**src/rtl/sdfe_pkg.sv**
```systemverilog
// Shared sizing and status-bit layout for the SD data engine.
// Assumes a power-of-two buffer depth and 8-bit card lanes.
package sdfe_pkg;
    parameter int WORD_W     = 32;
    parameter int FIFO_DEPTH = 16;
    parameter int BS_W       = 10;
    parameter int BC_W       = 9;
    parameter int ST_W       = 10;
    parameter int ST_DATA    = 0;
    parameter int ST_DIRQ    = 8;
    parameter int ST_BIRQ    = 9;
    parameter int STATE_W    = 4;
    localparam logic [3:0] STATE_DATAMODE = 4'd1;
    localparam logic [3:0] STATE_PWRDOWN  = 4'hF;
endpackage

```
**src/rtl/sdfe_fifo.sv**
```systemverilog
// Circular word buffer. A pop takes effect before a push in the same cycle,
// so a push while full succeeds only if a pop frees an entry. Head reads 0 when empty.
module sdfe_fifo #(
    parameter int DEPTH = 16,
    parameter int W     = 32,
    localparam int AW   = $clog2(DEPTH),
    localparam int LW   = $clog2(DEPTH + 1)
) (
    input  logic          clk,
    input  logic          rst_n,
    input  logic          push,
    input  logic [W-1:0]  push_data,
    input  logic          pop,
    output logic [W-1:0]  head,
    output logic          full,
    output logic          empty,
    output logic [LW-1:0] level
);
    logic [W-1:0]  mem [DEPTH];
    logic [AW-1:0] rd_ptr, wr_ptr;
    logic          do_pop, do_push;

    assign empty   = (level == '0);
    assign full    = (level == LW'(DEPTH));
    assign do_pop  = pop && !empty;
    assign do_push = push && (!full || do_pop);
    assign head    = empty ? '0 : mem[rd_ptr];

    // Pointer and occupancy update.
    always_ff @(posedge clk) begin
        if (!rst_n) begin
            rd_ptr <= '0;
            wr_ptr <= '0;
            level  <= '0;
        end else begin
            if (do_pop)  rd_ptr <= rd_ptr + 1'b1;
            if (do_push) wr_ptr <= wr_ptr + 1'b1;
            level <= level + LW'(do_push) - LW'(do_pop);
        end
    end

    // Storage write.
    always_ff @(posedge clk) begin
        if (do_push) mem[wr_ptr] <= push_data;
    end

    p_level_bound_r1: assert property (@(posedge clk) disable iff (!rst_n)
        level <= LW'(DEPTH));
    p_no_overflow_r2: assert property (@(posedge clk) disable iff (!rst_n)
        (full && push && !pop) |=> (level == LW'(DEPTH)));
    p_empty_pop_r3: assert property (@(posedge clk) disable iff (!rst_n)
        (empty && pop && !push) |=> empty);
endmodule

```
**src/rtl/sdfe_pack.sv**
```systemverilog
// Gathers card bytes little-endian into a word. Emits the word after the last
// lane, or early (zero-padded) when 'last' marks the final byte of the transfer.
module sdfe_pack #(
    parameter int W  = 32,
    localparam int NB = W / 8,
    localparam int PW = $clog2(NB)
) (
    input  logic         clk,
    input  logic         rst_n,
    input  logic         clear,
    input  logic         take,
    input  logic [7:0]   byte_in,
    input  logic         last,
    output logic         word_push,
    output logic [W-1:0] word_out
);
    logic [W-1:0]  acc;
    logic [PW-1:0] ph;

    assign word_out  = acc | (W'(byte_in) << (8 * ph));
    assign word_push = take && ((ph == PW'(NB - 1)) || last);

    // Lane phase and partial-word accumulator.
    always_ff @(posedge clk) begin
        if (!rst_n || clear) begin
            acc <= '0;
            ph  <= '0;
        end else if (word_push) begin
            acc <= '0;
            ph  <= '0;
        end else if (take) begin
            acc <= word_out;
            ph  <= ph + 1'b1;
        end
    end

    p_phase_reset_r6: assert property (@(posedge clk) disable iff (!rst_n)
        word_push |=> (ph == '0));
endmodule

```
**src/rtl/sdfe_unpack.sv**
```systemverilog
// Holds one word and shifts it out byte by byte, least significant first.
// Assumes 'load' is only raised when no bytes remain.
module sdfe_unpack #(
    parameter int W  = 32,
    localparam int NB = W / 8,
    localparam int CW = $clog2(NB + 1)
) (
    input  logic         clk,
    input  logic         rst_n,
    input  logic         clear,
    input  logic         load,
    input  logic [W-1:0] load_word,
    input  logic         take,
    output logic         valid,
    output logic [7:0]   byte_out
);
    logic [W-1:0]  word;
    logic [CW-1:0] left;

    assign valid    = (left != '0);
    assign byte_out = word[7:0];

    // Word register and remaining-lane count.
    always_ff @(posedge clk) begin
        if (!rst_n || clear) begin
            left <= '0;
            word <= '0;
        end else if (load) begin
            word <= load_word;
            left <= CW'(NB);
        end else if (take) begin
            word <= word >> 8;
            left <= left - 1'b1;
        end
    end

    p_load_idle_r7: assert property (@(posedge clk) disable iff (!rst_n)
        load |-> !valid);
endmodule

```
**src/rtl/sd_data_engine.sv**
```systemverilog
// Top of the SD data engine: remaining-byte counter, block counter, status
// flags, state field, and direction gating around buffer, packer and unpacker.
// Assumes the register file holds block size and direction selects as levels.
module sd_data_engine
    import sdfe_pkg::*;
#(
    parameter int W      = WORD_W,
    parameter int DEPTH  = FIFO_DEPTH,
    parameter int SZ_W   = BS_W,
    parameter int CNT_IN = BC_W,
    localparam int LW    = $clog2(DEPTH + 1),
    localparam int CW    = SZ_W + CNT_IN
) (
    input  logic              clk,
    input  logic              rst_n,
    input  logic              dat_wr_en,
    input  logic [W-1:0]      dat_wr_data,
    input  logic              dat_rd_en,
    output logic [W-1:0]      dat_rd_data,
    input  logic              dir_read,
    input  logic              dir_write,
    input  logic              cfg_data_irq_en,
    input  logic              cfg_blk_irq_en,
    input  logic [SZ_W-1:0]   blk_size,
    input  logic              blkcnt_wr_en,
    input  logic [CNT_IN-1:0] blkcnt_wr_data,
    input  logic              sts_clr_en,
    input  logic [ST_W-1:0]   sts_clr_mask,
    input  logic              state_wr_en,
    input  logic [STATE_W-1:0] state_wr_data,
    input  logic              card_rx_valid,
    input  logic [7:0]        card_rx_data,
    output logic              card_rx_ready,
    output logic              card_tx_valid,
    output logic [7:0]        card_tx_data,
    input  logic              card_tx_ready,
    output logic [ST_W-1:0]   status_o,
    output logic              irq_o,
    output logic [LW+STATE_W-1:0] dbg_o
);
    logic [CW-1:0]      cnt;
    logic [SZ_W-1:0]    blk_left;
    logic [STATE_W-1:0] state;
    logic               f_full, f_empty;
    logic [LW-1:0]      f_level;
    logic [W-1:0]       f_head, pk_word;
    logic               pk_push, up_valid;
    logic               rd_mode, wr_mode, cnt_nz, last;
    logic               rx_take, tx_take, eng_pop, word_evt, zero_evt;
    logic [ST_W-1:0]    set_v;

    assign rd_mode       = dir_read;
    assign wr_mode       = dir_write && !dir_read;
    assign cnt_nz        = (cnt != '0);
    assign last          = (cnt == CW'(1));
    assign card_rx_ready = rd_mode && cnt_nz && !f_full && !dat_wr_en;
    assign rx_take       = card_rx_ready && card_rx_valid;
    assign card_tx_valid = wr_mode && cnt_nz && up_valid;
    assign tx_take       = card_tx_valid && card_tx_ready;
    assign eng_pop       = wr_mode && cnt_nz && !up_valid && !f_empty && !dat_rd_en;
    assign word_evt      = pk_push || eng_pop;
    assign zero_evt      = (rx_take || tx_take) && last && !blkcnt_wr_en;
    assign dat_rd_data   = f_head;
    assign irq_o         = status_o[ST_DIRQ] | status_o[ST_BIRQ];
    assign dbg_o         = {f_level, state};

    sdfe_fifo #(.DEPTH(DEPTH), .W(W)) u_fifo (
        .clk(clk), .rst_n(rst_n),
        .push(dat_wr_en || pk_push),
        .push_data(dat_wr_en ? dat_wr_data : pk_word),
        .pop(dat_rd_en || eng_pop),
        .head(f_head), .full(f_full), .empty(f_empty), .level(f_level)
    );

    sdfe_pack #(.W(W)) u_pack (
        .clk(clk), .rst_n(rst_n), .clear(blkcnt_wr_en),
        .take(rx_take), .byte_in(card_rx_data), .last(last),
        .word_push(pk_push), .word_out(pk_word)
    );

    sdfe_unpack #(.W(W)) u_unpack (
        .clk(clk), .rst_n(rst_n),
        .clear(blkcnt_wr_en || (tx_take && last)),
        .load(eng_pop), .load_word(f_head), .take(tx_take),
        .valid(up_valid), .byte_out(card_tx_data)
    );

    // Remaining-byte counter: load wins over per-byte decrement.
    always_ff @(posedge clk) begin
        if (!rst_n)
            cnt <= '0;
        else if (blkcnt_wr_en)
            cnt <= CW'(blkcnt_wr_data) * CW'(blk_size);
        else if (rx_take || tx_take)
            cnt <= cnt - 1'b1;
    end

    // Bytes left in the current outgoing block; reloads at each block end.
    always_ff @(posedge clk) begin
        if (!rst_n)
            blk_left <= '0;
        else if (blkcnt_wr_en)
            blk_left <= blk_size;
        else if (tx_take)
            blk_left <= (blk_left == SZ_W'(1)) ? blk_size : blk_left - 1'b1;
    end

    // Flag set vector for this cycle.
    always_comb begin
        set_v          = '0;
        set_v[ST_DATA] = word_evt;
        set_v[ST_DIRQ] = word_evt && cfg_data_irq_en;
        set_v[ST_BIRQ] = tx_take && (blk_left == SZ_W'(1)) && cfg_blk_irq_en
                         && (blk_size != '0);
    end

    // Sticky status: clear first, then set, so a new event is never lost.
    always_ff @(posedge clk) begin
        if (!rst_n)
            status_o <= '0;
        else
            status_o <= (sts_clr_en ? (status_o & ~sts_clr_mask) : status_o) | set_v;
    end

    // State field: transfer end wins over a software write.
    always_ff @(posedge clk) begin
        if (!rst_n)
            state <= '0;
        else if (zero_evt)
            state <= STATE_DATAMODE;
        else if (state_wr_en)
            state <= (state_wr_data == STATE_PWRDOWN) ? '0 : state_wr_data;
    end

    p_rx_stop_r4: assert property (@(posedge clk) disable iff (!rst_n)
        !cnt_nz |-> !card_rx_ready);
    p_rx_room_r5: assert property (@(posedge clk) disable iff (!rst_n)
        card_rx_ready |-> (f_level < LW'(DEPTH)));
    p_tx_dec_r7: assert property (@(posedge clk) disable iff (!rst_n)
        (tx_take && !blkcnt_wr_en) |=> (cnt == $past(cnt) - 1'b1));
    p_data_flag_r8: assert property (@(posedge clk) disable iff (!rst_n)
        word_evt |=> status_o[ST_DATA]);
    p_blk_src_r9: assert property (@(posedge clk) disable iff (!rst_n)
        $rose(status_o[ST_BIRQ]) |-> $past(tx_take));
    p_state_end_r10: assert property (@(posedge clk) disable iff (!rst_n)
        ($past(cnt_nz) && !cnt_nz && !$past(blkcnt_wr_en)) |-> (state == STATE_DATAMODE));
endmodule

```
**config.mk**
```make
export PLATFORM = sky130hd
export DESIGN_NAME = sd_data_engine
export DESIGN_NICKNAME = d
export VERILOG_FILES = /design/src/rtl/sdfe_pkg.sv /design/src/rtl/sdfe_fifo.sv /design/src/rtl/sdfe_pack.sv /design/src/rtl/sdfe_unpack.sv /design/src/rtl/sd_data_engine.sv
export SDC_FILE = /design/constraint.sdc
export NUM_CORES = 1
export LEC_CHECK = 0
export BUFFER_PORTS_ARGS = -buffer_cell sky130_fd_sc_hd__clkbuf_2
export CAP_MARGIN = 15
export CORE_MARGIN = 10
export CORE_UTILIZATION = 40
export CTS_BUF_LIST = sky130_fd_sc_hd__clkbuf_8
export CTS_CLUSTER_DIAMETER = 150
export DETAILED_ROUTE_END_ITERATION = 7
export PLACE_DENSITY = 0.63
export SLEW_MARGIN = 25
export SYNTH_ARGS = -nofsm -noshare
export SYNTH_HDL_FRONTEND = slang
export SYNTH_SLANG_ARGS = --single-unit
```
**constraint.sdc**
```tcl
create_clock -name clk -period 6.81 [get_ports clk]
set_clock_uncertainty 0.1 [all_clocks]
set_input_delay 1.0215 -clock clk [delete_from_list [all_inputs] [get_ports clk]]
set_output_delay 1.0215 -clock clk [all_outputs]
set_load 0.02 [all_outputs]
```
; ---- Word-level counts from Yosys, hierarchy flattened
; Memory sizes are Yosys's and may differ from the RTL's. A register that Yosys moved wholly into a read port is not among the register bits.
; Cells that the tools add are included.
[op_classes]
add_sub_neg = 8
n_mux = 19
bitwise_logic = 6
n_reduce_logical = 49
mul = 1
eq_ne = 5
shift = 1
[op_table]
columns = op, count
row1 = $mux W32, 4
row2 = $mux W10, 4
row3 = $mux W19, 2
row4 = $or A32 B32 Y32, 1
row5 = $shl A8 B5 Y32, 1
row6 = $logic_and A1 B1 Y1, 21
row7 = $eq A19 B1 Y1 const B, 1
row8 = $mul A9 B10 Y19, 1
row9 = $reduce_bool A19 Y1, 1
row10 = $sub A19 B1 Y19 const B, 1
row11 = $mux W4, 3
row12 = $and A10 B10 Y10, 1
row13 = $eq A10 B1 Y1 const B, 1
row14 = $not A10 Y10, 1
row15 = $or A10 B10 Y10, 1
row16 = $reduce_bool A10 Y1, 1
row17 = $sub A10 B1 Y10 const B, 1
row18 = $logic_or A1 B1 Y1, 9
row19 = $add A4 B1 Y4 const B, 2
row20 = $logic_not A1 Y1, 8
row21 = $reduce_bool A2 Y1, 4
row22 = $mux W3, 2
row23 = $reduce_or A2 Y1, 3
row24 = $add A5 B1 Y5, 1
row25 = other kinds (11), 14
[totals]
word_cells = 103
memories = 1
mem_bits_rw = 512
output_inout_bits = 62
ff_bits = 125
inputBits = 86
[memory_table]
columns = name, depth, width, read_ports, rd_clocked_by_memory_dff, wr, line_no
row1 = u_fifo.mem, 16, 32, 1, 1, 1, sdfe_fifo.sv:19  ; logic [W-1:0] mem [DEPTH];

; ---- Depth between registers and ports, before layout
; Gate-level depths: netlist (run 1).
[depth]
ltp_word = 12
depth_mapped = 17
ltp_nobuf = 16

; ---- Cells and area by module
; Synthesis (run 1) repeated with hierarchy kept, for this count alone.
[unflattened]
hier_cells = 1946
area_unflattened_um2 = 29598.4
[by_module_without_submodules]
columns = mod, cells_each, area_per_inst_um2, n_inst
row1 = sdfe_fifo, 895, 20264.4, 1
row2 = sd_data_engine, 688, 5804.3, 1
row3 = sdfe_pack, 195, 1883.1, 1
row4 = sdfe_unpack, 168, 1646.6, 1

; ---- Least setup slack after synthesis (run 1)
; Ideal clock, no wire load.
[synth_timing]
path_kind = input -> register
from = input blkcnt_wr_data[0]
to = register cnt[18]
slack_ns = 1.757
setup_time_ns = 0.124
arrival_time_ns = 4.828
cell_stages = 16
cell_sequence = clkbuf_1 -> nand2_1 -> fa_1 -> inv_1 -> fa_1 -> fa_1 -> inv_1 -> fa_1 -> inv_1 -> ha_1 -> o21a_1 -> o21a_1 -> a41o_1 -> a31oi_1 -> xnor2_1 -> o21ai_0
[synth_between]
elab_chain_cells = 2
[synth_rtl]
columns = item, line_no
row1 = from (decl), sd_data_engine.sv:26  ; input logic [CNT_IN-1:0] blkcnt_wr_data,
row2 = $mul A9 B10 Y19, sd_data_engine.sv:93  ; cnt <= CW'(blkcnt_wr_data) * CW'(blk_size);
row3 = $mux W19, sd_data_engine.sv:92  ; else if (blkcnt_wr_en)
row4 = to (signal assigned), sd_data_engine.sv:93
row5 = to (signal assigned), sd_data_engine.sv:95  ; cnt <= cnt - 1'b1;
row6 = to (decl), sd_data_engine.sv:41  ; logic [CW-1:0] cnt;
; Every way passes these cells.
; A chain may end at the register's enable or synchronous reset.

==> key figures, run 1 <==
GRT
  • Grt ovf: 0
  • Largest net degree at the start of global routing: 65
  • Via count of the first global-routing pass: 18200
  • First-pass GRT wire length: ~110000 um
  • GRT Total Usage: 18.2%
  • Initial antenna violation count: 10

Power
  • PwrDens: 336 nW/um^2
  • Pint: 0.00747 W
  • Sw Share: a little under a third
  • Clock share of power: 30.7%
  • Psw: 0.00347 W
  • Peak VDD IR: approximately 0.2 mV
  • Gate power share: 27.8%
  • Sequential Power Share: 41.5%
  • Leakage: 11.6 nW

Worst hold path
  • HP Start: status_o[7]$_SDFFE_PN0P_
  • Worst hold stages: 2
  • Hold Path Class: flop to flop
  • Hold Path End: status_o[7]$_SDFFE_PN0P_

Critical path
  • R2R Setup Slk: 2.43 ns
  • CP Capture Type: output port
  • WP data arrival: approximately 3.5 ns
  • Crit-path max FO: 64
  • CP required: 5.69 ns
  • R2R Path End: u_fifo.level[4]$_SDFF_PN0_
  • R2R cell count: 13
  • Reg2reg start: cnt[0]$_SDFFE_PN0P_
  • Critical path type: flop to output port
  • Worst setup SP type: flop

Synth
  • Sequential element share of the synthesized area: 62.9%
  • Post-synth ARST share: 0%
  • Post-synth top area share: 53.9%
  • Syn nets: 2146
  • Syn avg cell area: 14.7 um^2
  • Synth Register Bits: 641
  • Yosys top cell by area: edfxtp_1
  • Netlist cell types: 70
  • Synth top area cells: edfxtp_1 (54%), mux4_2 (10%), dfxtp_1 (9.0%)
  • YS warnings: 0
  • Post-synth EDFFs: 512
  • Main flop type after synthesis: edfxtp_1
  • Syn Inst Count: about 2000
  • Netlist Area Pre-Place: 28500 um^2

Clock tree
  • H-tree Lvls: 3
  • Hold_buf cts: 0
  • Num CTS Buffers: 104
  • CTS resizes: 0
  • Worst-path clk slew: 0.06 ns
  • Root Buffer: clkbuf_8
  • Post-CTS setup buffer count: 0
  • CTS tree: done
  • Worst-Skew Late Latency: a little over 0.7 ns
  • Clock buffer depth: 3
  • Clock sink total: 641

Floorplanning
  • Row count: 97
  • I/O pins: 148
  • Starting Density: 40.5%
  • Core Area: 70400 um^2
  • Die width: 287 um
  • Chip height: 287 um
  • Die area: 82400 um^2

Place
  • Port-buffer cells: around 150
  • Placed cell areas: around 30000 um^2
  • GP Congestion: 0.831
  • Post-DP HPWL: roughly 46000 um

STA
  • Worst slew pin tran: 1.00 ns
  • F_max: 215 MHz
  • Final Critical Period: 4.66 ns
  • Headroom to the max-slew limit: 32.6%
  • Final Setup Violations: 0
  • Slew Viols, Final: 0
  • Final setup TNS: 0 ns
  • Hold Fails Final Rpt: 0
  • RSZ-0062 raised after global routing: false
  • Period utilization: 68.4%

Drt
  • Drt first pass iters: 7
  • Vias/cell: 5.50
  • Post-DRT Antenna Nets: 0
  • Wire per inst: 23.8 um
  • Detailed Route WL: between 70000 and 80000 um
  • Initial DRC Count: 1669
  • Metal-1 WL: ~31000 um
  • DRC: 0
  • Routed wl met3: about 7000 um
  • Via count: 17500
  • Met2 WL post-DR: 35400 um
  • Top sig layer: met5

Finish
  • Most frequent cells in the layout: edfxtp_1 (512), nand2_1 (148), clkbuf_2 (147)
  • Commonest non-fill, non-tap cell in the layout: edfxtp_1
  • Layout cells sized above 1: a little under a quarter
  • Fin area: 32600 um^2
  • Nets: 2344
  • P&R area growth vs syn: 14.2%

Run status
  • Outcome: completed

Run
  • Max_cap viols: 0
[flip-flops by register name (all words and copies together), names as in the netlist, named ones only]
register / cells
u_pack.ph: 2
status_o: 10
u_unpack.left: 3
state: 4
blk_left: 10
u_fifo.level: 5
u_pack.acc: 32
u_fifo.wr_ptr: 4
u_fifo.rd_ptr: 4
cnt: 19
u_unpack.word: 32
u_fifo.mem: 512
[per-layer routing]
| metal | track usage (%) | vias to the layer above |
|---|---|---|
| met1 | 24.3 | 8896 |
| met3 | 4.66 | 107 |
| met5 | 0 | - |
| li1 | - | 7723 |
| met2 | 28.9 | 716 |
| met4 | 5.43 | 16 |
[cell usage after synthesis, drive strengths merged (2+ instances only)]
library cell	instances
a31o	2
buf	53
nor4	14
and3	17
nor2	92
or2	3
mux4	128
o22ai	38
nor3b	3
a21o	8
a32oi	2
nand4	4
or4	8
and2	66
nand3	8
dfxtp	129
o211a	3
xnor2	16
or3	6
a22oi	4
ha	57
inv	95
o21ai	124
mux2i	69
a211oi	8
o2111ai	2
nand3b	3
o41ai	2
nor3	15
a31oi	6
o21a	4
xor2	19
o211ai	3
nand2b	6
nor2b	12
a21oi	117
edfxtp	512
o32ai	2
nand2	148
clkbuf	62
fa	58
[worst max path at each step]
stage	slack, ns	end	startpoint	depth (start not counted)
6_report	2.15	dat_rd_data[20]	flop	5
5_1_grt	1.86	dat_rd_data[20]	flop	5
4_1_cts	2.01	dat_rd_data[20]	flop	5
3_5_place_dp	1.51	cnt[18]$_SDFFE_PN0P_	blk_size[7]	16
3_3_place_gp	1.60	cnt[18]$_SDFFE_PN0P_	blk_size[4]	17
2_1_floorplan	1.76	cnt[18]$_SDFFE_PN0P_	blkcnt_wr_data[0]	16
[power by group through the flow]
stage | sequential, W | combinational (W) | clock (W)
6_report | 0.00454 | 0.00304 | 0.00336
5_1_grt | 0.00456 | 0.00336 | 0.00361
4_1_cts | 0.00454 | 0.00307 | 0.00344
3_5_place_dp | 0.00462 | 0.00306 | 0
3_3_place_gp | 0.00466 | 0.00298 | 0
2_1_floorplan | 0.00453 | 0.00222 | 0
[logic make-up after synthesis]
logic type	count (synthesis)	synth area share, %
buffers and inverters	210	3.13
and+or+nand+nor	411	7.04
AOI/OAI and AO/OA	336	6.75
muxes	197	12.5
DFF	641	62.9
adders and majority gates	115	6.57
xor gates and xnor gates	35	1.07
[critical path, stage by stage (launching register included)]
cell	delay, ns
dfxtp_4	0.95
buf_12	0.54
mux4_2	0.32
mux2i_1	0.07
o22ai_1	0.61
clkbuf_2	0.29
[final cells by class]
| cell class | count | area [um^2] |
|---|---|---|
| diodes | 2 | 5.00 |
| clock buffers | 118 | 1620 |
| clock inverters | 75 | 498 |
| fillers | 6226 | 37800 |
| inverters | 95 | 357 |
| multi-input cells | 1094 | 9720 |
| flip-flops and latches | 641 | 18000 |
| well taps | 940 | 1180 |
| repair buffers | 207 | 1230 |
[metrics by stage]
stage / instances / total power, W / util (%) / hold slack [ns] / worst slack, ns
2_1_floorplan: 1945 / 0.00675 / - / 0.323 / 1.76
3_3_place_gp: 2976 / 0.00764 / 43.2 / 0.321 / 1.60
3_5_place_dp: 2977 / 0.00769 / 43.3 / 0.327 / 1.51
4_1_cts: 3170 / 0.0111 / 46.3 / 0.334 / 2.01
5_1_grt: 3172 / 0.0115 / 46.3 / 0.356 / 1.86
6_report: 3172 / 0.0109 / 46.3 / 0.337 / 2.15
No activity file was read; power rests on OpenSTA's default activity.
==> run 2: changes to the inputs <==
--- a/config.mk
+++ b/config.mk
@@ -5,6 +5,7 @@
 export SDC_FILE = /design/constraint.sdc
 export NUM_CORES = 1
 export LEC_CHECK = 0
+export ABC_AREA = 1
 export BUFFER_PORTS_ARGS = -buffer_cell sky130_fd_sc_hd__clkbuf_2
 export CAP_MARGIN = 15
 export CORE_MARGIN = 10
==> constraint.sdc (replaced) <==
create_clock -name clk -period 4.3 [get_ports clk]
set_clock_uncertainty 0.1 [all_clocks]
set_input_delay 0.645 -clock clk [delete_from_list [all_inputs] [get_ports clk]]
set_output_delay 0.645 -clock clk [all_outputs]
set_load 0.02 [all_outputs]
==> run 2 against run 1 <==
Effect of this change: area after synthesis is 7.4% higher; setup slack worse by 1.8 ns; clock-buffer cell count is 5 lower; combinational power is 120% higher; global-route usage is 0.65 points higher; clock power is 59% higher.
==> key figures, run 2 <==
Synth
  • Xor/xnor share of the synthesized area: 0.543% (was 1.07%)
  • Synth top area cells: edfxtp_1 (50%), nand2_1 (13%), dfxtp_1 (8.4%) (was edfxtp_1 (54%), mux4_2 (10%), dfxtp_1 (9.0%))
  • Netlist Area Pre-Place: 30700 um^2 (was 28500 um^2)
  • Yosys top cell by area: edfxtp_1 (unchanged)
  • Largest family of logic cells by synthesized area: simple AND/OR/NAND/NOR gates (was multiplexers)
  • Post-synthesis mux area share: 0.0653% (was 12.5%)
  • Syn avg cell area: 9.45 um^2 (was 14.7 um^2)
  • Simple-Gate Fraction of Synth Area: 23.6% (was 7.04%)
  • Netlist cell types: 45 (was 70)
  • Syn Inst Count: 3243 (was 1945)
  • YS warnings: 0 (unchanged)
  • Post-synth top area share: 50.2% (was 53.9%)
  • Synth Register Bits: 641 (unchanged)
  • Sequential element share of the synthesized area: 58.6% (was 62.9%)
  • Post-Synth Adder-Cell Area: 6.11% (was 6.57%)
  • Syn nets: 3444 (was 2146)
  • Post-synth EDFFs: 512 (unchanged)
  • Top-count cell post-synth: nand2_1 (was edfxtp_1)
  • Compound-Gate Fraction of Synth Area: 4.54% (was 6.75%)
  • Post-synth ARST share: 0% (unchanged)
  • Main flop type after synthesis: edfxtp_1 (unchanged)
  • Top post-synthesis cells by count: nand2_1 (1062), edfxtp_1 (512), nand3_1 (422), inv_1 (309) (was edfxtp_1 (512), nand2_1 (148), dfxtp_1 (129), mux4_2 (128), a21oi_1 (116))

Critical path
  • CP Capture Type: output port (unchanged)
  • CP required: 3.56 ns (was 5.69 ns)
  • Reg2reg start: cnt[0]$_SDFFE_PN0P_ (unchanged)
  • Max incr delay on CP: 0.52 ns (was 0.95 ns)
  • Critical path type: flop to output port (unchanged)
  • CP Cell Sequence: inv_6 -> buf_12 -> nand2_1 -> nand3_1 -> nand3_1 -> nand2_1 -> nand2_1 -> nand2_1 -> nand2_1 -> inv_1 -> clkbuf_2 (was buf_12 -> mux4_2 -> mux2i_1 -> o22ai_1 -> clkbuf_2)
  • WP data arrival: 3.22 ns (was 3.54 ns)
  • Top cell by count, worst path: nand2_1
  • Worst setup SP type: flop (unchanged)
  • Slowest cell on crit path: buf_12 (was dfxtp_4)
  • Crit-path max FO: 158 (was 64)

Clock tree
  • Worst-Skew Late Latency: 0.74 ns (was 0.72 ns)
  • Num CTS Buffers: 105 (was 104)
  • CTS resizes: 0 (unchanged)
  • Clock sink total: 641 (unchanged)
  • Worst-path clk slew: 0.06 ns (about the same)
  • H-tree Lvls: 3 (unchanged)
  • Clock buffer depth: 3 (unchanged)
  • Root Buffer: clkbuf_8 (unchanged)
  • CTS tree: done (unchanged)

Place
  • Post-DP HPWL: 50900 um (was 45900 um)
  • GP Congestion: 0.857 (was 0.831)
  • Port-buffer cells: 147 (unchanged)
  • Placed cell count: 4354 (was 2977)
  • Placed cell areas: 33000 um^2 (was 30500 um^2)

Drt
  • Post-DRT Antenna Nets: 0 (unchanged)
  • Drt first pass iters: 5 (was 7)
  • Wire per inst: 18.8 um (was 23.8 um)
  • Initial DRC Count: 2100 (was 1669)
  • Via count: 23000 (was 17500)
  • DRC: 0 (unchanged)
  • Detailed Route WL: 85700 um (was 75300 um)
  • Vias/cell: 5.03 (was 5.50)

GRT
  • Largest net degree at the start of global routing: 159 (was 65)
  • Via count of the first global-routing pass: 22100 (was 18200)
  • GRT Total Usage: 18.8% (was 18.2%)
  • GR Layer Usage met3: 3.40% (was 4.66%)
  • First-pass GRT wire length: 131000 um (was 113000 um)
  • Most Crowded Layer GR: met2 (unchanged)
  • Met2 GRT Util: 30.0% (was 28.9%)
  • Initial antenna violation count: 1 (was 10)
  • GRT met1 Usage: 25.5% (was 24.3%)
  • Grt ovf: 0 (unchanged)

STA
  • Worst slew pin tran: 1.07 ns (was 1.00 ns)
  • Headroom to the max-slew limit: 28.2% (was 32.6%)
  • Period utilization: ~90%
  • Slew Viols, Final: 0 (unchanged)
  • Final Critical Period: 3.97 ns
  • Hold Fails Final Rpt: 0 (unchanged)
  • F_max: 252 MHz
  • Final setup TNS: 0 ns (unchanged)
  • RSZ-0062 raised after global routing: false (unchanged)
  • Final Setup Violations: 0 (unchanged)

Floorplanning
  • Die width: 297 um (was 287 um)
  • Chip height: 297 um (was 287 um)
  • Row count: 101 (was 97)
  • I/O pins: 148 (unchanged)
  • Core Area: 75900 um^2 (was 70400 um^2)
  • Starting Density: 40.4% (was 40.5%)
  • Die area: 88100 um^2 (was 82400 um^2)

Finish
  • Largest regs: u_fifo.mem x512, u_pack.acc x32, u_unpack.word x32 (unchanged)
  • P&R area growth vs syn: 14.9% (was 14.2%)
  • Layout cells sized above 1: 14.5% (was 23.0%)
  • Final Non-Filler Cells: 4560 (was 3172)
  • Largest reg by FF count: u_fifo.mem (unchanged)
  • Most frequent cells in the layout: nand2_1 (1062), edfxtp_1 (512), nand3_1 (422) (was edfxtp_1 (512), nand2_1 (148), clkbuf_2 (147))
  • Fin area: 35200 um^2 (was 32600 um^2)
  • Max reg flops: 512 (unchanged)
  • Nets: 3641 (was 2344)
  • Commonest non-fill, non-tap cell in the layout: nand2_1 (was edfxtp_1)

Power
  • Leakage: 14.6 nW (was 11.6 nW)
  • Final Power: 0.0191 W (was 0.0109 W)
  • Peak VDD IR: 0.481 mV (was 0.200 mV)
  • PwrDens: 543 nW/um^2 (was 336 nW/um^2)

Worst hold path
  • HP Start: cfg_blk_irq_en (was status_o[7]$_SDFFE_PN0P_)
  • Hold Path Class: primary input to flop (was flop to flop)

Run
  • Max_cap viols: 0 (unchanged)

Run status
  • Outcome: completed (unchanged)
==> run 2: cell count changes in the layout (fill, tap and decap cells not counted), sizes merged, moves of 66 or more <==
cell,delta
nand2,+919
nand3,+417
inv,+195
mux4,-128
mux2i,-67
and2,-66
==> run 2: cells by family (layout without fill, tap and decap cells) <==
group,after synthesis,in the layout
other cells,0,1
compound gates,259,259
xor+xnor,19,19
mux,2,2
buf+inv,497,783
fa+ha+maj,115,115
simple gates,1710,1710
flops,641,641
==> run 2: path summary, 6_finish.rpt <==
kind,to,slack [ns],depth (start not counted)
worst max-delay path,dat_rd_data[10],0.33,11
worst min-delay path,status_o[9]$_SDFF_PN0_,0.07,3
worst max register to register,u_fifo.level[4]$_SDFF_PN0_,0.90,17
worst min register to register,status_o[3]$_SDFFE_PN0P_,0.33,2
==> run 2: what timing repair did <==
item / 4_1_cts / 5_1_grt
setup buffers: 0 / 1
hold buffers: 7 / 0
setup endpoints to repair: 0 / 1
hold endpoints to repair: 7 / 0
==> run 2: final cells by class <==
class                   instances  area [um^2]
clock buffers                 113         1560
fillers                      7119        40700
inverters                     315         1190
repair buffers                272         1800
diodes                          1         2.50
clock inverters                83          556
flip-flops and latches        641        18000
multi-input cells            2105        10900
well taps                    1030         1290
==> run 2: metal layers <==
metal	wire (um)	vias to the layer above
met5	0	-
met4	2450	0
met3	6800	141
met2	39300	888
met1	37200	10800
li1	-	11100
==> run 2: power breakdown <==
part	internal [W]	switching (W)	leakage (nW)	total [W]
Combinational	0.00213	0.00454	7.71	0.00666
Clock	0.00278	0.00256	1.16	0.00534
Sequential	0.00695	0.000168	5.70	0.00712
==> run 2: through the flow <==
stage,hold WS (ns),utilization [%],worst slack [ns]
after detailed placement,0.324,43.4,-0.211
after global placement,0.318,43.4,-0.186
after global routing,0.0699,46.4,0.162
after CTS,0.0276,46.3,0.138
final,0.0695,46.4,0.331
after floorplan,0.337,-,-0.156
==> run 2: critical path, delay by kind of cell, from the launching register on <==
| family | cells | cell delay (ns) |
|---|---|---|
| flops | 1 | 0.49 |
| buf+inv | 4 | 0.94 |
| simple gates | 7 | 0.94 |
==> run 3: changes to the inputs <==
--- a/config.mk
+++ b/config.mk
@@ -6,14 +6,14 @@
 export NUM_CORES = 1
 export LEC_CHECK = 0
 export ABC_AREA = 1
-export BUFFER_PORTS_ARGS = -buffer_cell sky130_fd_sc_hd__clkbuf_2
 export CAP_MARGIN = 15
 export CORE_MARGIN = 10
 export CORE_UTILIZATION = 40
 export CTS_BUF_LIST = sky130_fd_sc_hd__clkbuf_8
 export CTS_CLUSTER_DIAMETER = 150
 export DETAILED_ROUTE_END_ITERATION = 7
-export PLACE_DENSITY = 0.63
+export DONT_BUFFER_PORTS = 1
+export PLACE_DENSITY = 0.61
 export SLEW_MARGIN = 25
 export SYNTH_ARGS = -nofsm -noshare
 export SYNTH_HDL_FRONTEND = slang
==> run 3 against run 2 <==
Effect of this change: utilization shrank 1.1 points; power shrank 2.7%; sequential share of layout area grew 1.2 points; flip-flop and latch count is the same; maximum frequency grew 7.5%; largest power group unchanged; largest cell class unchanged; sequential power is essentially flat; worst hold slack lost 0.016 ns; die area is the same; non-clock buffer count shrank 163; clock power shrank 4.9%; cell area shrank 2.4%.
==> key figures, run 3 (synthesis results as in run 2) <==
STA
  • Headroom to the max-slew limit: 31.0% (was 28.2%)
  • Final Setup Violations: 0 (unchanged)
  • Slew Viols, Final: 0 (unchanged)
  • Final setup margin: 0.608 ns (was 0.331 ns)
  • Hold Fails Final Rpt: 0 (unchanged)
  • F_max: 271 MHz (was 252 MHz)
  • Final Critical Period: 3.69 ns (was 3.97 ns)
  • Period utilization: 85.9% (was 92.3%)
  • Worst slew pin tran: 1.03 ns (was 1.07 ns)
  • RSZ-0062 raised after global routing: false (unchanged)

Clock tree
  • Worst-Skew Late Latency: 0.71 ns (was 0.74 ns)
  • Post-CTS setup buffer count: 0 (unchanged)
  • CTS tree: done (unchanged)
  • Root Buffer: clkbuf_8 (unchanged)
  • CTS resizes: 0 (unchanged)
  • Num CTS Buffers: 102 (was 105)
  • H-tree Lvls: 3 (unchanged)
  • Clock buffer depth: 3 (unchanged)
  • Clock sink total: 641 (unchanged)
  • Worst-path clk slew: 0.07 ns (was 0.06 ns)

Floorplanning
  • Die area: 88100 um^2 (unchanged)
  • Chip height: 297 um (unchanged)
  • Row count: 101 (unchanged)
  • Starting Density: 40.4% (unchanged)
  • I/O pins: 148 (unchanged)
  • Core Area: 75900 um^2 (unchanged)
  • Die width: 297 um (unchanged)

Finish
  • Largest regs: u_fifo.mem x512, u_pack.acc x32, u_unpack.word x32 (unchanged)
  • Fin util: 45.3% (was 46.4%)
  • Filler Cell Count: 7190 (was 7119)
  • P&R area growth vs syn: 12.2% (was 14.9%)
  • Max reg flops: 512 (unchanged)
  • Most frequent cells in the layout: nand2_1 (1062), edfxtp_1 (512), nand3_1 (422) (unchanged)
  • Nets: 3475 (was 3641)
  • Fin area: 34400 um^2 (was 35200 um^2)
  • Layout cells sized above 1: 9.51% (was 14.5%)
  • Commonest non-fill, non-tap cell in the layout: nand2_1 (unchanged)
  • Largest reg by FF count: u_fifo.mem (unchanged)

Drt
  • Wire per inst: 20.1 um (was 18.8 um)
  • Via count: 22500 (was 23000)
  • Post-DRT Antenna Nets: 0 (unchanged)
  • Vias/cell: 5.13 (was 5.03)
  • Initial DRC Count: 1980 (was 2100)
  • Detailed Route WL: 88200 um (was 85700 um)
  • Drt first pass iters: 6 (was 5)
  • DRC: 0 (unchanged)

Critical path
  • CP required: 3.56 ns (about the same)
  • Top cell family by delay on the critical path: buffers and inverters (unchanged)
  • Crit-path max FO: 73 (was 158)
  • CP Capture Type: output port (unchanged)
  • CP Cell Sequence: inv_6 -> buf_4 -> nand2_1 -> nand3_1 -> nand3_1 -> nand2_1 -> nand2_1 -> nand2_1 -> nand2_1 -> inv_1 (was inv_6 -> buf_12 -> nand2_1 -> nand3_1 -> nand3_1 -> nand2_1 -> nand2_1 -> nand2_1 -> nand2_1 -> inv_1 -> clkbuf_2)
  • Worst setup SP type: flop (unchanged)
  • WP data arrival: 2.95 ns (was 3.22 ns)
  • Max incr delay on CP: 0.48 ns (was 0.52 ns)
  • Critical path type: flop to output port (unchanged)
  • Slowest cell on crit path: inv_6 (was buf_12)
  • Top cell by count, worst path: nand2_1 (unchanged)
  • CP Buf/Inv Count: 3 (was 4)

GRT
  • Via count of the first global-routing pass: 22000 (was 22100)
  • Largest net degree at the start of global routing: 138 (was 159)
  • GRT Total Usage: 19.6% (was 18.8%)
  • Initial antenna violation count: 2 (was 1)
  • First-pass GRT wire length: 134000 um (was 131000 um)
  • Grt ovf: 0 (unchanged)

Worst hold path
  • Hold Path Class: primary input to flop (unchanged)

Place
  • GP Congestion: 0.843 (was 0.857)
  • Port-buffer cells: 0 (was 147)
  • Post-DP HPWL: 52100 um (was 50900 um)
  • Pre-CTS setup slack: -0.00678 ns (was -0.211 ns)
  • Placed cell areas: 32200 um^2 (was 33000 um^2)

Power
  • Peak VDD IR: 0.343 mV (was 0.481 mV)
  • PwrDens: 541 nW/um^2 (was 543 nW/um^2)
  • Leakage: 13.9 nW (was 14.6 nW)

Run
  • Max_cap viols: 0 (unchanged)

Run status
  • Outcome: completed (unchanged)
-- run 3: changes by cell type in the layout (fill, tap and decap cells not counted), moves of 2 or more --
cell	change
clkbuf_2	-147
dlygate4sd3_1	+10
buf_12	+11
buf_4	-37
bufinv_16	-2
clkinv_1	-22
clkinv_2	-11
a31oi_2	-2
a31oi_1	+2
inv_1	+28
-- run 3: through the flow --
stage	power, W	hold slack (ns)	cells	setup TNS, ns
2_1_floorplan	0.0116	0.337	3243	-54.59
3_3_place_gp	0.0136	0.343	4181	-0.00523
3_5_place_dp	0.0136	0.348	4182	-0.00678
4_1_cts	0.0187	0.0000452	4386	0
5_1_grt	0.0198	0.0525	4387	0
6_report	0.0186	0.0530	4388	0
-- run 3: power by group --
part	internal, W	switching (W)	leakage, nW
Combinational	0.00193	0.00446	7.06
Sequential	0.00695	0.000174	5.70
Clock	0.00262	0.00246	1.19
Total	0.0115	0.00710	13.9
-- run 3: layout make-up --
| type | instances | area [um^2] | share of cell area (%) |
|---|---|---|---|
| antenna | 2 | 5.00 | 0.0146 |
| clock buffer | 114 | 1570 | 4.56 |
| clock inverter | 72 | 415 | 1.21 |
| inverter | 315 | 1190 | 3.47 |
| multi-input combinational | 2105 | 10900 | 31.6 |
| sequential | 641 | 18000 | 52.2 |
| tap | 1030 | 1290 | 3.75 |
| timing repair buffer | 109 | 1110 | 3.22 |
-- run 3: worst min-delay path: stages --
cell	delay (ns)
nand2_1	0.03
nand2_1	0.05
a21oi_1	0.05
-- run 3: metal layers --
metal | global-route usage [%] | vias up | part of all wire, %
met2 | 31.8 | 934 | 47
met5 | 0 | - | 0.015
met1 | 25.2 | 10600 | 41
met3 | 4.58 | 158 | 9.0
met4 | 7.11 | 2 | 3.0
li1 | - | 10800 | -
-- run 3: final timing paths --
| path | from | endpoint | slack, ns | depth (start not counted) |
|---|---|---|---|---|
| worst min-delay path | sts_clr_mask[9] | status_o[9]$_SDFF_PN0_ | 0.05 | 3 |
| worst max register to register | cnt[0]$_SDFFE_PN0P_ | u_fifo.level[4]$_SDFF_PN0_ | 0.66 | 16 |
| worst min register to register | u_pack.acc[4]$_SDFFE_PP0P_ | u_pack.acc[4]$_SDFFE_PP0P_ | 0.36 | 2 |
| worst max-delay path | flop | dat_rd_data[14] | 0.61 | 10 |
-- run 3: repair_timing --
item,4_1_cts,5_1_grt
setup endpoints to repair,0,0
endpoints found under the hold margin,37,0
hold buffers,18,0
